File: config.mk
export PLATFORM = sky130hd
export DESIGN_NAME = hwlock_bank
export DESIGN_NICKNAME = d
export VERILOG_FILES = /design/src/rtl/hwlock_pkg.sv /design/src/rtl/hwlock_ctrl.sv /design/src/rtl/hwlock_dp.sv /design/src/rtl/hwlock_bank.sv
export SDC_FILE = /design/constraint.sdc
export NUM_CORES = 1
export LEC_CHECK = 0
export BUFFER_PORTS_ARGS = -buffer_cell sky130_fd_sc_hd__buf_2
export CELL_PAD_IN_SITES_DETAIL_PLACEMENT = 2
export CELL_PAD_IN_SITES_GLOBAL_PLACEMENT = 2
export CORE_ASPECT_RATIO = 0.6
export CORE_UTILIZATION = 30
export DETAILED_ROUTE_END_ITERATION = 7
export PLACE_DENSITY_LB_ADDON = 0.1
export SETUP_SLACK_MARGIN = 0.02
export SYNTH_ARGS = -nofsm -noshare
export SYNTH_HDL_FRONTEND = slang
export SYNTH_SLANG_ARGS = --single-unit
File: constraint.sdc
create_clock -name clk -period 3.6 [get_ports clk]
set_input_delay 0.72 -clock clk [delete_from_list [all_inputs] [get_ports clk]]
set_output_delay 0.72 -clock clk [all_outputs]
set_load 0.02 [all_outputs]
File: src/rtl/hwlock_pkg.sv
package hwlock_pkg;

  // Strobes from decode to the lock datapath; at most one is high per cycle.
  typedef struct packed {
    logic statusRd;
    logic lockRd;
    logic lockRel;
  } lockCmd_t;

  localparam int unsigned LOCK_BASE_BYTE = 32'h100;
  localparam int unsigned DATA_W         = 32;
  localparam int unsigned CODE_W         = 4;

endpackage

File: src/rtl/hwlock_ctrl.sv
module hwlock_ctrl
  import hwlock_pkg::*;
#(
  parameter int LOCK_COUNT = 32,
  parameter int ADDR_W     = 12
) (
  input  logic                          clk,
  input  logic                          rst_n,
  input  logic [ADDR_W-1:0]             busAddr,
  input  logic                          busRd,
  input  logic                          busWr,
  input  logic [DATA_W-1:0]             busWdata,
  output lockCmd_t                      cmd,
  output logic [$clog2(LOCK_COUNT)-1:0] lockIdx
);

  localparam int IDX_W     = $clog2(LOCK_COUNT);
  localparam int WA_W      = ADDR_W - 2;
  localparam int BASE_WORD = LOCK_BASE_BYTE / 4;

  logic [WA_W-1:0] wordAddr;
  logic [WA_W-1:0] relWord;
  logic            aligned;
  logic            hitStatus;
  logic            hitLock;
  logic            wrZero;

  assign wordAddr  = busAddr[ADDR_W-1:2];
  assign aligned   = (busAddr[1:0] == 2'b00);
  assign relWord   = wordAddr - WA_W'(BASE_WORD);
  assign hitStatus = aligned && (wordAddr == '0);
  assign hitLock   = aligned && (wordAddr >= WA_W'(BASE_WORD))
                     && (relWord < WA_W'(LOCK_COUNT));
  assign wrZero    = (busWdata == '0);
  assign lockIdx   = relWord[IDX_W-1:0];

  always_comb begin
    cmd          = '0;
    cmd.statusRd = busRd && hitStatus;
    cmd.lockRd   = busRd && hitLock;
    // a read wins over a write in the same cycle
    cmd.lockRel  = busWr && !busRd && hitLock && wrZero;
  end


  rd_wins_chk: assert property (@(posedge clk) disable iff (!rst_n)
    busRd |-> !cmd.lockRel);


  nonzero_wr_chk: assert property (@(posedge clk) disable iff (!rst_n)
    cmd.lockRel |-> (busWdata == '0));


  misaligned_chk: assert property (@(posedge clk) disable iff (!rst_n)
    (busAddr[1:0] != 2'b00) |-> !(cmd.lockRd || cmd.lockRel || cmd.statusRd));

endmodule

File: src/rtl/hwlock_dp.sv
module hwlock_dp
  import hwlock_pkg::*;
#(
  parameter int LOCK_COUNT = 32
) (
  input  logic                          clk,
  input  logic                          rst_n,
  input  lockCmd_t                      cmd,
  input  logic [$clog2(LOCK_COUNT)-1:0] lockIdx,
  output logic [DATA_W-1:0]             busRdata
);

  localparam int              IDX_W  = $clog2(LOCK_COUNT);
  localparam logic [CODE_W-1:0] CODE = CODE_W'(IDX_W - 4);
  localparam logic [DATA_W-1:0] STATUS_WORD = {CODE, {(DATA_W-CODE_W){1'b0}}};

  logic [LOCK_COUNT-1:0] lockState;

  always_ff @(posedge clk) begin
    if (!rst_n) begin
      lockState <= '0;
      busRdata  <= '0;
    end else begin
      busRdata <= '0;
      if (cmd.statusRd) busRdata <= STATUS_WORD;
      if (cmd.lockRd) begin
        busRdata           <= {{(DATA_W-1){1'b0}}, lockState[lockIdx]};
        lockState[lockIdx] <= 1'b1;
      end
      if (cmd.lockRel) lockState[lockIdx] <= 1'b0;
    end
  end


  take_sets_chk: assert property (@(posedge clk) disable iff (!rst_n)
    cmd.lockRd |=> lockState[$past(lockIdx)]);


  release_clears_chk: assert property (@(posedge clk) disable iff (!rst_n)
    cmd.lockRel |=> !lockState[$past(lockIdx)]);


  taken_reads_one_chk: assert property (@(posedge clk) disable iff (!rst_n)
    (cmd.lockRd && lockState[lockIdx]) |=> (busRdata == 32'd1));


  idle_zero_chk: assert property (@(posedge clk) disable iff (!rst_n)
    !(cmd.lockRd || cmd.statusRd) |=> (busRdata == '0));


  reserved_bits_chk: assert property (@(posedge clk) disable iff (!rst_n)
    busRdata[27:1] == '0);


  single_change_chk: assert property (@(posedge clk) disable iff (!rst_n)
    $countones(lockState ^ $past(lockState)) <= 1);

endmodule

File: src/rtl/hwlock_bank.sv
module hwlock_bank
  import hwlock_pkg::*;
#(
  parameter int LOCK_COUNT = 32,
  parameter int ADDR_W     = 12
) (
  input  logic              clk,
  input  logic              rst_n,
  input  logic [ADDR_W-1:0] busAddr,
  input  logic              busRd,
  input  logic              busWr,
  input  logic [31:0]       busWdata,
  output logic [31:0]       busRdata
);

  localparam int IDX_W = $clog2(LOCK_COUNT);

  lockCmd_t         cmd;
  logic [IDX_W-1:0] lockIdx;

  hwlock_ctrl #(.LOCK_COUNT(LOCK_COUNT), .ADDR_W(ADDR_W)) u_ctrl (
    .clk      (clk),
    .rst_n    (rst_n),
    .busAddr  (busAddr),
    .busRd    (busRd),
    .busWr    (busWr),
    .busWdata (busWdata),
    .cmd      (cmd),
    .lockIdx  (lockIdx)
  );

  hwlock_dp #(.LOCK_COUNT(LOCK_COUNT)) u_dp (
    .clk      (clk),
    .rst_n    (rst_n),
    .cmd      (cmd),
    .lockIdx  (lockIdx),
    .busRdata (busRdata)
  );

endmodule

# Word level (Yosys, flattened, before mapping)
# Index checks and enable logic that the tools add are counted.
# W data, S select, Z words.
# word_totals
ff_bits	61
in_bits	48
output_inout_bits	32
elab_cells	35
# classes
n_addsub	1
order_cmp	4
n_mux	9
bitwise_logic	4
reduce_logical	14
# ops
op	n
$mux W32	3
$and A32 B32 Y32	1
$logic_not A32 Y1	1
$not A32 Y32	1
$or A32 B32 Y32	1
$mux W29	1
$ge A10 B7 Y1 const B	1
$logic_not A10 Y1	1
$lt A10 B6 Y1 const B	1
$sub A10 B7 Y10 const B	1
$logic_and A1 B1 Y1	9
$lt A5 B6 Y1 const B	1
$bmux W1 S5	1
$demux W1 S5	1
$ge A5 B1 Y1 const B	1
$mux W1	3
$logic_not A2 Y1	1
$reduce_or A2 Y1	1
$logic_not A1 Y1	1
$not A1 Y1	1

# Longest topological paths before layout
# Gate-level depths: netlist of the first run.
# depth
word_depth	10
ltp_mapped	6
ltp_nobuf	5

# Cells and area by module
# Synthesis of the first run repeated with hierarchy kept, for this count alone.
# hier_totals
cells_unflattened	251
area_unflattened_um2	2035.7
# modules_own_cells
mod	instances	cells_each	area_per_inst_um2	seq_area_each_um2
hwlock_dp	1	224	1848.0	680.7
hwlock_ctrl	1	27	187.7	0.0

# Worst setup path before layout of the first run
# OpenSTA, ideal clock, no wires.
# synth_path
kind	input-to-reg
start	input port busWdata[26]
end	register u_dp.lockState[4]
setup_time_ps	150
arrival_ps	1903
required_time_ps	3450
path_slack_ps	1547
cell_stages	5
n_path_buf	0
path_cell_list	nor4b_2 nand4_1 nor4_4 nor3b_4 a211oi_1
# synth_between
elab_chain_cells	3
# synth_lines
element	line	rtl
start: declaration	hwlock_bank.sv:12	input logic [31:0] busWdata,
$logic_not A32 Y1	hwlock_ctrl.sv:34	assign wrZero = (busWdata == '0);
$logic_and A1 B1 Y1	hwlock_ctrl.sv:42	cmd.lockRel = busWr && !busRd && hitLock && wrZero;
$mux W32	hwlock_dp.sv:30	if (cmd.lockRel) lockState[lockIdx] <= 1'b0;
end signal: assignment	hwlock_dp.sv:21	lockState <= '0;
end signal: indexed assignment	hwlock_dp.sv:28	lockState[lockIdx] <= 1'b1;
end signal: indexed assignment	hwlock_dp.sv:30	
end: declaration	hwlock_dp.sv:17	logic [LOCK_COUNT-1:0] lockState;
# No other way between the ends.
# A chain may end at the register's enable or synchronous reset.

# Worst setup path in the final report of the first run
# layout_path
start	input port busAddr[2]
end	register u_dp.lockState[17]
# layout_between
elab_chain_cells	10
word_cells_on_any_way	19
classes_between	add/sub (1); order compare (4); mux (5); bitwise (3); reduce/logical (6)
# layout_lines
element	line	rtl
start: declaration	hwlock_bank.sv:9	input logic [ADDR_W-1:0] busAddr,
$sub A10 B7 Y10	hwlock_ctrl.sv:30	assign relWord = wordAddr - WA_W'(BASE_WORD);
$lt A5 B6 Y1 (implied by the code) / $ge A5 B1 Y1 (equally long branches)	hwlock_dp.sv:28, hwlock_dp.sv:30	
$logic_and A1 B1 Y1 (implied by the code)	hwlock_dp.sv:28, hwlock_dp.sv:30	
$mux W1 (implied by the code)	hwlock_dp.sv:28, hwlock_dp.sv:30	
$demux W1 S5	--	
$or A32 B32 Y32 (no source line)	--	
$mux W32	hwlock_dp.sv:26	if (cmd.lockRd) begin
$mux W32	hwlock_dp.sv:20	if (!rst_n) begin
$and A32 B32 Y32 (no source line)	--	
$mux W32 (*)	hwlock_dp.sv:30	
# Mark *: on every way between the ends. The rest lies on a longest branch, timed or not. The select of a mux whose other input is x is not followed.

==> impl_metrics.yaml, run 1 <==
status:
  outcome: "finished, final reports clean"
clocking:
  cts-htree-levels: 2
  max-clock-path-buffers: 2
  number_of_buffers_created_by_cts: 5
  cts_repair_resize_count: 0
  cts.sinks: 34
  worst_skew_pair.late_latency_ns: 0.28
  cts_hold_repair.buffers: 0
  cts.reportedPaths.clkPinSlew_ns: 0.05
  cts_tree: "yes"
  post_cts_buffers: 0
  cts_root_buffer: "sky130_fd_sc_hd__clkbuf_16"
global_route:
  grt_remaining_overflow: 0
  grt_start_max_net_pins: 25
  antenna_found_initial: 0
  number_of_global_route_vias_before_repair: 1845
  grt_util_all_layers_pct: 19.6
  first_pass_grt_wire_length_um: 10500
die:
  design.die.area_mm2: 0.00735
  chipWidth_um: 110
  core_region_area_mm2: 0.00671
  starting_utilization_of_the_core_area_pct: 31.3
  die_span_y_um: 66.8
  top_level_ports: 80
  num_rows: 23
setup_path:
  crit_path_max_incr_delay_ns: 0.58
  crit_path_cell_trace: "buf_2 -> inv_1 -> nor4_4 -> a21oi_1 -> a211oi_1"
  cp_endpoint_kind: "flip-flop"
  critPathKind: "in2reg"
  required_ns: 3.79
  critical_path.startpoint_type: "primary input"
  critPathArrivalTime_ns: 2.48
  cp_slowest_cell: "sky130_fd_sc_hd__nor4_4"
  critical_path_peak_fanout: 21
yosys:
  synth_top_cell_area_share_pct: 32.4
  synth_seq_cells: 34
  synth_area_leader_cell: "sky130_fd_sc_hd__dfxtp_1"
  synth.avg_cell_area_um2: 9.33
  syn-cell-area_mm2: 0.00210
  postSynth.topFlopCell: "sky130_fd_sc_hd__dfxtp_1"
  synthesis.yosys.warnings: 0
  ys_types: 40
  cells_after_synth: 225
  yosysSeqAreaShare_pct: 32.4
  async_flop_share_pct: 0
  synth_enable_flop_cells: 0
  synth_area_leaders: "sky130_fd_sc_hd__dfxtp_1 (32%), sky130_fd_sc_hd__buf_4 (12%), sky130_fd_sc_hd__a211oi_1 (8.6%)"
timing:
  post-route-period-util_pct: 63.8
  final_hold_viol_count: 0
  report.final.slew_viol_count: 0
  post-route-worst-setup-slack_ns: 1.30
  grt_setup_unrepaired: "false"
  skew_ns: 0.00524
  max_freq_mhz: 435
  timing.final.crit_period_ns: 2.30
  timing.max_slew.rel_slack_pct: 41.8
  max_slew.worst_pin.slew_ns: 0.872
  final-setup-viol-count: 0
  finalSetupTns_ns: 0
power:
  p_leak_nw: 0.922
  power_density_mw_per_mm2: 386
  comb_power_share_pct: 12.6
  power_frac_seq_pct: 40.3
  clockPowerShare_pct: 47.1
  power.internal_w: 0.000686
  switching_power_w: 0.000248
  netSwitchingFraction_pct: 26.6
  power.ir.vdd_worst_mv: 0.170
placement:
  dp_hpwl_um: 4930
  numPortBuffers: 49
  placement.setup.worst_slack_ns: 0.956
  routabilityCongestion: 0.722
  post_dp_cell_area_mm2: 0.00227
final_layout:
  syn_to_final_growth_pct: 15.3
  layout.cells.most_common_list: "sky130_fd_sc_hd__buf_2 (49), sky130_fd_sc_hd__dfxtp_1 (34), sky130_fd_sc_hd__conb_1 (30)"
  layout_commonest_cell: "sky130_fd_sc_hd__buf_2"
  final_cell_area_mm2: 0.00242
  layout-drive-gt1-share_pct: 28.5
  final_util_pct: 36.1
  final.fill_count: 764
  final_net_count: 314
  insertedDiodeCount: 0
route:
  detail_route.drc_violations: 0
  drt-wirelength-per-cell_um: 18.4
  drt_iter0_drc: 58
  vias: 1799
  route.final.wire_length_um: 6510
  first_drt_pass_iteration_count: 5
  route.detailed.vias_per_inst: 5.08
  final_antenna_net_count: 0
min_path:
  hold_path_class: "reg2reg"
run:
  timing.max_cap.violations: 0
## power by group through the flow
stage                     registers (W)  logic, W  clock network, W
final                          0.000376  0.000118          0.000440
after global routing           0.000376  0.000130          0.000469
after CTS                      0.000376  0.000118          0.000450
after detailed placement       0.000385  0.000118                 0
after global placement         0.000385  0.000115                 0
after floorplan                0.000385  0.000101                 0
## per-layer routing
metal | track usage [%] | part of all wire, % | wire length, um
met2 | 28.5 | 41 | 2690
met3 | 4.70 | 6.3 | 411
met4 | 4.00 | 0.74 | 48
met1 | 28.9 | 52 | 3370
met5 | 0 | 0 | 0
## synth_stat cells (2+ instances only)
master	number
sky130_fd_sc_hd__buf_4	34
sky130_fd_sc_hd__dfxtp_1	34
sky130_fd_sc_hd__a211oi_1	24
sky130_fd_sc_hd__a21oi_1	24
sky130_fd_sc_hd__nor2_1	14
sky130_fd_sc_hd__mux2i_1	13
sky130_fd_sc_hd__clkbuf_1	8
sky130_fd_sc_hd__o221a_1	8
sky130_fd_sc_hd__nand2_1	6
sky130_fd_sc_hd__a22oi_1	4
sky130_fd_sc_hd__nand3_1	4
sky130_fd_sc_hd__nand4_1	4
sky130_fd_sc_hd__nor4_1	4
sky130_fd_sc_hd__buf_2	3
sky130_fd_sc_hd__nand3b_1	3
sky130_fd_sc_hd__nor3_1	3
sky130_fd_sc_hd__nor4_4	3
sky130_fd_sc_hd__and2_1	2
sky130_fd_sc_hd__inv_1	2
sky130_fd_sc_hd__mux4_2	2
sky130_fd_sc_hd__nand3_2	2
sky130_fd_sc_hd__nor2b_1	2
sky130_fd_sc_hd__nor3b_4	2
sky130_fd_sc_hd__nor4_2	2
sky130_fd_sc_hd__nor4b_2	2
sky130_fd_sc_hd__or3_1	2
## cell type report
type                    instances  area (um2)  share of cell area (%)
multi-input cells             172        1220                    50.2
repair buffers                 51         260                    10.7
inverters                       2        7.51                   0.310
clock inverters                 1        5.00                   0.207
clock buffers                   7         143                    5.89
flip-flops and latches         34         681                    28.1
well taps                      87         109                    4.50
## worst max-delay path, delay by kind of cell
kind            cells  cell delay, ns
compound gates      2            0.39
buf+inv             2            0.78
simple gates        1            0.58
## logic make-up after synthesis
group	share of synthesized area [%]
muxes	8.34
buffers and inverters	14.8
DFF	32.4
AOI/OAI and AO/OA	20.9
and+or+nand+nor	23.4
other	0.179
## through the flow
| stage | hold slack (ns) | instances | power, W |
|---|---|---|---|
| finish | 0.520 | 354 | 0.000934 |
| global route | 0.544 | 354 | 0.000975 |
| CTS | 0.524 | 354 | 0.000944 |
| detailed placement | 0.515 | 346 | 0.000502 |
| global placement | 0.508 | 346 | 0.000499 |
| floorplan | 0.485 | 254 | 0.000485 |
## registers in the layout (all words and copies together) (netlist names)
register	count
u_dp.lockState	32
u_dp.busRdata	2
## worst paths after layout
check / from / end / slack, ns / depth (start not counted)
max: busAddr[2] / u_dp.lockState[17]$_SDFF_PN0_ / 1.30 / 5
max reg2reg: u_dp.lockState[17]$_SDFF_PN0_ / u_dp.busRdata[0]$_SDFF_PN0_ / 2.27 / 5
min: u_dp.lockState[8]$_SDFF_PN0_ / u_dp.lockState[8]$_SDFF_PN0_ / 0.52 / 2
min reg2reg: u_dp.lockState[8]$_SDFF_PN0_ / u_dp.lockState[8]$_SDFF_PN0_ / 0.52 / 2
No activity file was read; power rests on OpenSTA's default activity.
==> inputs of run 2 (changes only) <==
--- a/config.mk
+++ b/config.mk
@@ -5,11 +5,12 @@
 export SDC_FILE = /design/constraint.sdc
 export NUM_CORES = 1
 export LEC_CHECK = 0
+export ABC_AREA = 1
 export BUFFER_PORTS_ARGS = -buffer_cell sky130_fd_sc_hd__buf_2
 export CELL_PAD_IN_SITES_DETAIL_PLACEMENT = 2
 export CELL_PAD_IN_SITES_GLOBAL_PLACEMENT = 2
 export CORE_ASPECT_RATIO = 0.6
-export CORE_UTILIZATION = 30
+export CORE_UTILIZATION = 23
 export DETAILED_ROUTE_END_ITERATION = 7
 export PLACE_DENSITY_LB_ADDON = 0.1
 export SETUP_SLACK_MARGIN = 0.02
==> constraint.sdc (replaced) <==
create_clock -name clk -period 1.95 [get_ports clk]
set_input_delay 0.39 -clock clk [delete_from_list [all_inputs] [get_ports clk]]
set_output_delay 0.39 -clock clk [all_outputs]
set_load 0.02 [all_outputs]
==> run 2 against run 1 <==
  * First-iteration DRC count decreased by 6.9%
  * Clock skew fell by 0.0022 ns
  * Total power rose by 95%
  * Non-clock buffer count is 4 higher
  * Routed wire length is 48% higher
  * Combinational power rose by 130%
  * Critical path depth increased by 6
==> impl_metrics.yaml, run 2 <==
clocking:
  worst_skew_pair.late_latency_ns: 0.29
  cts_repair_resize_count: 0
  cts_hold_repair.buffers: 0
  cts.sinks: 34
  number_of_buffers_created_by_cts: 5
  post_cts_buffers: 0
  cts_root_buffer: "sky130_fd_sc_hd__clkbuf_16"
  cts.reportedPaths.clkPinSlew_ns: 0.06
  max-clock-path-buffers: 2
  cts-htree-levels: 2
  cts_tree: "yes"
yosys:
  postSynth.topFlopCell: "sky130_fd_sc_hd__dfxtp_1"
  ys_types: 22
  synth_area_leader_cell: "sky130_fd_sc_hd__dfxtp_1"
  synth_top_cell_area_share_pct: 25.2
  yosys.cell_count.top_type: "sky130_fd_sc_hd__nand2_1"
  netlist_top_cells_count: "sky130_fd_sc_hd__nand2_1 (142), sky130_fd_sc_hd__nor2_1 (117), sky130_fd_sc_hd__inv_1 (77)"
  post_synth_and_or_nand_nor_area_fraction_pct: 51.5
  synth_top_family_by_area: "simple AND/OR/NAND/NOR gates"
  syn-cell-area_mm2: 0.00270
  post_synthesis_compound_gate_area_fraction_pct: 0.185
  synth_enable_flop_cells: 0
  cells_after_synth: 492
  synth-adder-area-share_pct: 0
  synth.avg_cell_area_um2: 5.49
  synthesis.yosys.warnings: 0
  synth_area_leaders: "sky130_fd_sc_hd__dfxtp_1 (25%), sky130_fd_sc_hd__nand2_1 (20%), sky130_fd_sc_hd__nor2_1 (16%)"
  muxShareOfSynthArea_pct: 0
  parity_gate_share_of_the_synthesized_area_counting_xor_and_xnor_cells_pct: 0
  async_flop_share_pct: 0
  yosysSeqAreaShare_pct: 25.2
  synth_seq_cells: 34
setup_path:
  crit_family: "simple AND/OR/NAND/NOR gates"
  critical_path.startpoint_type: "primary input"
  critPathKind: "in2reg"
  r2r_setup_slack_ns: 0.81
  critPathBufInv: 3
  crit_path_max_incr_delay_ns: 0.44
  required_ns: 2.18
  dominant_cell_type_by_count_on_the_critical_path: "sky130_fd_sc_hd__nand2_1"
  critPathArrivalTime_ns: 1.80
  critical_path_peak_fanout: 12
  crit_path_cell_trace: "buf_2 -> inv_2 -> nand2_1 -> nor2_1 -> nor2_1 -> nand2_1 -> nand2_1 -> nand2_1 -> inv_1 -> nand2_1 -> nor2_1"
  cp_slowest_cell: "sky130_fd_sc_hd__nand2_1"
  cp_endpoint_kind: "flip-flop"
die:
  die_span_y_um: 85.9
  core_region_area_mm2: 0.0114
  chipWidth_um: 142
  design.die.area_mm2: 0.0122
  starting_utilization_of_the_core_area_pct: 23.7
  top_level_ports: 80
  num_rows: 30
status:
  outcome: "finished, final reports clean"
final_layout:
  stdcell_count: 696
  final_net_count: 583
  final.fill_count: 1437
  final_util_pct: 27.6
  layout-drive-gt1-share_pct: 16.6
  layout_commonest_cell: "sky130_fd_sc_hd__nand2_1"
  layout.cells.most_common_list: "sky130_fd_sc_hd__nand2_1 (142), sky130_fd_sc_hd__nor2_1 (117), sky130_fd_sc_hd__inv_1 (77)"
  syn_to_final_growth_pct: 16.2
  final_cell_area_mm2: 0.00314
  max_flop_register: "u_dp.lockState"
  top_regs: "u_dp.lockState (32), u_dp.busRdata (2)"
  number_of_flip_flops_in_the_largest_register: 32
  insertedDiodeCount: 0
route:
  vias: 2878
  first_drt_pass_iteration_count: 4
  drt-wirelength-per-cell_um: 13.9
  route.detailed.vias_per_inst: 4.14
  final_antenna_net_count: 0
  route.final.wire_length_um: 9660
  drt_iter0_drc: 54
  detail_route.drc_violations: 0
global_route:
  number_of_global_route_vias_before_repair: 3126
  first_pass_grt_wire_length_um: 15800
  grt_start_max_net_pins: 35
  grt_util_all_layers_pct: 17.1
  grt_use_met1_pct: 22.1
  antenna_found_initial: 0
  use_met3_pct: 3.18
  met2_usage_pct: 29.7
  grt_remaining_overflow: 0
  grt-busiest-layer: "met2"
power:
  total_power_w: 0.00182
  power_density_mw_per_mm2: 581
  power.ir.vdd_worst_mv: 0.273
  p_leak_nw: 1.62
timing:
  post-route-period-util_pct: 80.6
  skew_ns: 0.00307
  final_hold_viol_count: 0
  timing.max_slew.rel_slack_pct: 60.3
  grt_setup_unrepaired: "false"
  timing.final.crit_period_ns: 1.57
  final-setup-viol-count: 0
  max_freq_mhz: 636
  report.final.slew_viol_count: 0
  max_slew.worst_pin.slew_ns: 0.595
  finalSetupTns_ns: 0
placement:
  placed_cells: 688
  post_dp_cell_area_mm2: 0.00299
  numPortBuffers: 49
  routabilityCongestion: 0.666
  dp_hpwl_um: 7220
run:
  timing.max_cap.violations: 0
min_path:
  hold_path_class: "in2reg"
==> run 2: changes by cell type after synthesis, sizes merged, moves of 24 or more <==
cell,before,now
a211oi,24,0
a21oi,24,0
inv,2,79
nand2,6,144
nand3,6,35
nor2,14,140
==> run 2: final cells by class <==
class                      instances  area, um2  share of cell area [%]
clock inverter                     1       5.00                   0.160
multi-input combinational        360       1510                    48.1
timing repair buffer              55        303                    9.66
sequential                        34        681                    21.7
clock buffer                       7        143                    4.55
tap                              160        200                    6.38
inverter                          79        297                    9.46
==> run 2: metal layers <==
layer  vias up  routed length (um)
met1      1381                4760
met2        24                4570
met4         0                  78
met3         8                 254
met5         -                   0
li1       1465                   -
==> run 2: tightest hold or removal path, cell delays in order <==
cell and delay [ns]:
sky130_fd_sc_hd__buf_2 0.08, sky130_fd_sc_hd__nor2_1 0.04, sky130_fd_sc_hd__nand4_1 0.07, sky130_fd_sc_hd__nor3_1 0.05
==> run 2: path summary, 6_finish.rpt <==
path	endpoint	startpoint	cells past startpoint
setup / recovery	u_dp.busRdata[0]$_SDFF_PN0_	busAddr[2]	11
hold / removal	u_dp.busRdata[28]$_SDFF_PP0_	busAddr[0]	4
setup reg to reg	u_dp.busRdata[0]$_SDFF_PN0_	u_dp.lockState[29]$_SDFF_PN0_	10
hold reg to reg	u_dp.lockState[25]$_SDFF_PN0_	u_dp.lockState[25]$_SDFF_PN0_	4
==> run 2: kinds of logic after synthesis <==
family / Yosys count
compound gates: 1
buf+inv: 127
simple gates: 329
other cells: 1
flops: 34
==> run 2: report_power, final <==
group          switching (W)  internal [W]
sequential      0.0000000704      0.000695
clock               0.000342      0.000508
combinational       0.000201     0.0000756
total               0.000543       0.00128
==> run 2: metrics by stage <==
step / hold WS (ns) / setup slack (ns)
floorplan: 0.495 / 0.509
global placement: 0.509 / 0.0598
detailed placement: 0.524 / 0.0335
CTS: 0.383 / 0.336
global route: 0.412 / 0.192
finish: 0.384 / 0.378
==> inputs of run 3 (changes only) <==
--- a/config.mk
+++ b/config.mk
@@ -10,7 +10,7 @@
 export CELL_PAD_IN_SITES_DETAIL_PLACEMENT = 2
 export CELL_PAD_IN_SITES_GLOBAL_PLACEMENT = 2
 export CORE_ASPECT_RATIO = 0.6
-export CORE_UTILIZATION = 23
+export CORE_UTILIZATION = 25
 export DETAILED_ROUTE_END_ITERATION = 7
 export PLACE_DENSITY_LB_ADDON = 0.1
 export SETUP_SLACK_MARGIN = 0.02
==> constraint.sdc (replaced) <==
create_clock -name clk -period 1.6 [get_ports clk]
set_input_delay 0.32 -clock clk [delete_from_list [all_inputs] [get_ports clk]]
set_output_delay 0.32 -clock clk [all_outputs]
set_load 0.02 [all_outputs]
==> run 3 against run 2 <==
  * Clock skew down 0.00089 ns
  * Combinational power up 33%
  * Sequential power up 22%
  * Worst hold slack worse by 0.057 ns
  * Largest power group unchanged
==> impl_metrics.yaml, run 3 (synthesis results as in run 2) <==
status:
  outcome: "finished, final reports clean"
timing:
  final-setup-viol-count: 0
  max_freq_mhz: 755
  report.final.slew_viol_count: 0
  fin_worst_hold_slack_ns: 0.327
  post-route-period-util_pct: 82.7
  max_slew.worst_pin.slew_ns: 0.576
  timing.max_slew.rel_slack_pct: 61.6
  skew_ns: 0.00218
  post-route-worst-setup-slack_ns: 0.276
  grt_setup_unrepaired: "false"
  timing.final.crit_period_ns: 1.32
  finalSetupTns_ns: 0
  final_hold_viol_count: 0
setup_path:
  critPathKind: "in2reg"
  critPathArrivalTime_ns: 1.54
  cp_endpoint_kind: "flip-flop"
  required_ns: 1.81
  critical_path.startpoint_type: "primary input"
  reg2regPathDepth: 10
  critical_path_peak_fanout: 33
clocking:
  post_cts_buffers: 0
  max-clock-path-buffers: 2
  cts_hold_repair.buffers: 0
  cts.reportedPaths.clkPinSlew_ns: 0.06
  cts.sinks: 34
  number_of_buffers_created_by_cts: 5
  cts_root_buffer: "sky130_fd_sc_hd__clkbuf_16"
  cts_repair_resize_count: 0
  cts_tree: "yes"
  worst_skew_pair.late_latency_ns: 0.28
  cts-htree-levels: 2
die:
  starting_utilization_of_the_core_area_pct: 26.6
  core_region_area_mm2: 0.0102
  die_span_y_um: 82.5
  chipWidth_um: 136
  top_level_ports: 80
  design.die.area_mm2: 0.0112
  num_rows: 28
route:
  vias: 2899
  detail_route.drc_violations: 0
  drt_iter0_drc: 57
  first_drt_pass_iteration_count: 4
  final_antenna_net_count: 0
  route.detailed.vias_per_inst: 4.25
  route.final.wire_length_um: 9520
  drt-wirelength-per-cell_um: 14.0
placement:
  dp_hpwl_um: 7340
  routabilityCongestion: 0.735
  post_dp_cell_area_mm2: 0.00312
  placement.setup.worst_slack_ns: -0.0102
  placed_cells: 675
  numPortBuffers: 49
final_layout:
  syn_to_final_growth_pct: 20.6
  max_flop_register: "u_dp.lockState"
  layout-drive-gt1-share_pct: 18.1
  final_net_count: 595
  top_regs: "u_dp.lockState (32), u_dp.busRdata (2)"
  layout.cells.most_common_list: "sky130_fd_sc_hd__nand2_1 (142), sky130_fd_sc_hd__nor2_1 (117), sky130_fd_sc_hd__inv_1 (77)"
  layout_commonest_cell: "sky130_fd_sc_hd__nand2_1"
  stdcell_count: 682
  insertedDiodeCount: 0
  final.fill_count: 1318
  final_cell_area_mm2: 0.00325
  number_of_flip_flops_in_the_largest_register: 32
min_path:
  hold_path_class: "in2reg"
  worstHoldPathCells: 4
global_route:
  grt_util_all_layers_pct: 18.8
  grt_start_max_net_pins: 35
  number_of_global_route_vias_before_repair: 3218
  first_pass_grt_wire_length_um: 16100
  antenna_found_initial: 0
  grt_remaining_overflow: 0
power:
  power_density_mw_per_mm2: 663
  power.ir.vdd_worst_mv: 0.331
  p_leak_nw: 1.70
run:
  timing.max_cap.violations: 0
run 3: through the flow:
| step | total power (W) | util (%) |
|---|---|---|
| after floorplan | 0.00113 | - |
| after CTS | 0.00221 | 32.0 |
| after detailed placement | 0.00123 | 30.7 |
| after global routing | 0.00229 | 32.0 |
| final | 0.00216 | 32.0 |
| after global placement | 0.00122 | 30.7 |
run 3: worst paths after layout:
path	from	to	slack (ns)
worst max-delay path	busAddr[11]	u_dp.lockState[3]$_SDFF_PN0_	0.28
worst max register to register	u_dp.lockState[1]$_SDFF_PN0_	u_dp.busRdata[0]$_SDFF_PN0_	0.47
worst min register to register	u_dp.lockState[6]$_SDFF_PN0_	u_dp.lockState[6]$_SDFF_PN0_	0.53
worst min-delay path	busAddr[1]	u_dp.busRdata[28]$_SDFF_PP0_	0.33
run 3: layer usage:
layer | GRT usage (%) | routed length (um) | vias to the layer above
met3 | 3.48 | 232 | 10
met5 | 0 | 0 | -
met1 | 23.3 | 4600 | 1364
li1 | - | - | 1494
met4 | 3.22 | 68 | 0
met2 | 34.4 | 4620 | 31
run 3: final cells by class:
cell class	instances	area, um2	share of cell area, %
Inverter	79	297	9.11
Timing Repair Buffer	67	468	14.4
Clock buffer	7	133	4.08
Multi-Input combinational cell	360	1510	46.3
Sequential cell	34	681	20.9
Tap cell	135	169	5.19
run 3: power by group:
group          internal (W)  switching [W]
clock              0.000570       0.000375
combinational      0.000118       0.000249
sequential         0.000847   0.0000000769
run 3: worst max-delay path: stages:
cell and delay (ns):
sky130_fd_sc_hd__buf_2 0.10, sky130_fd_sc_hd__nor2_1 0.16, sky130_fd_sc_hd__nand3_1 0.16, sky130_fd_sc_hd__nor2_4 0.18, sky130_fd_sc_hd__buf_12 0.21, sky130_fd_sc_hd__nand3_1 0.10
sky130_fd_sc_hd__nand2_1 0.09, sky130_fd_sc_hd__nand2_1 0.06, sky130_fd_sc_hd__nor2_1 0.14
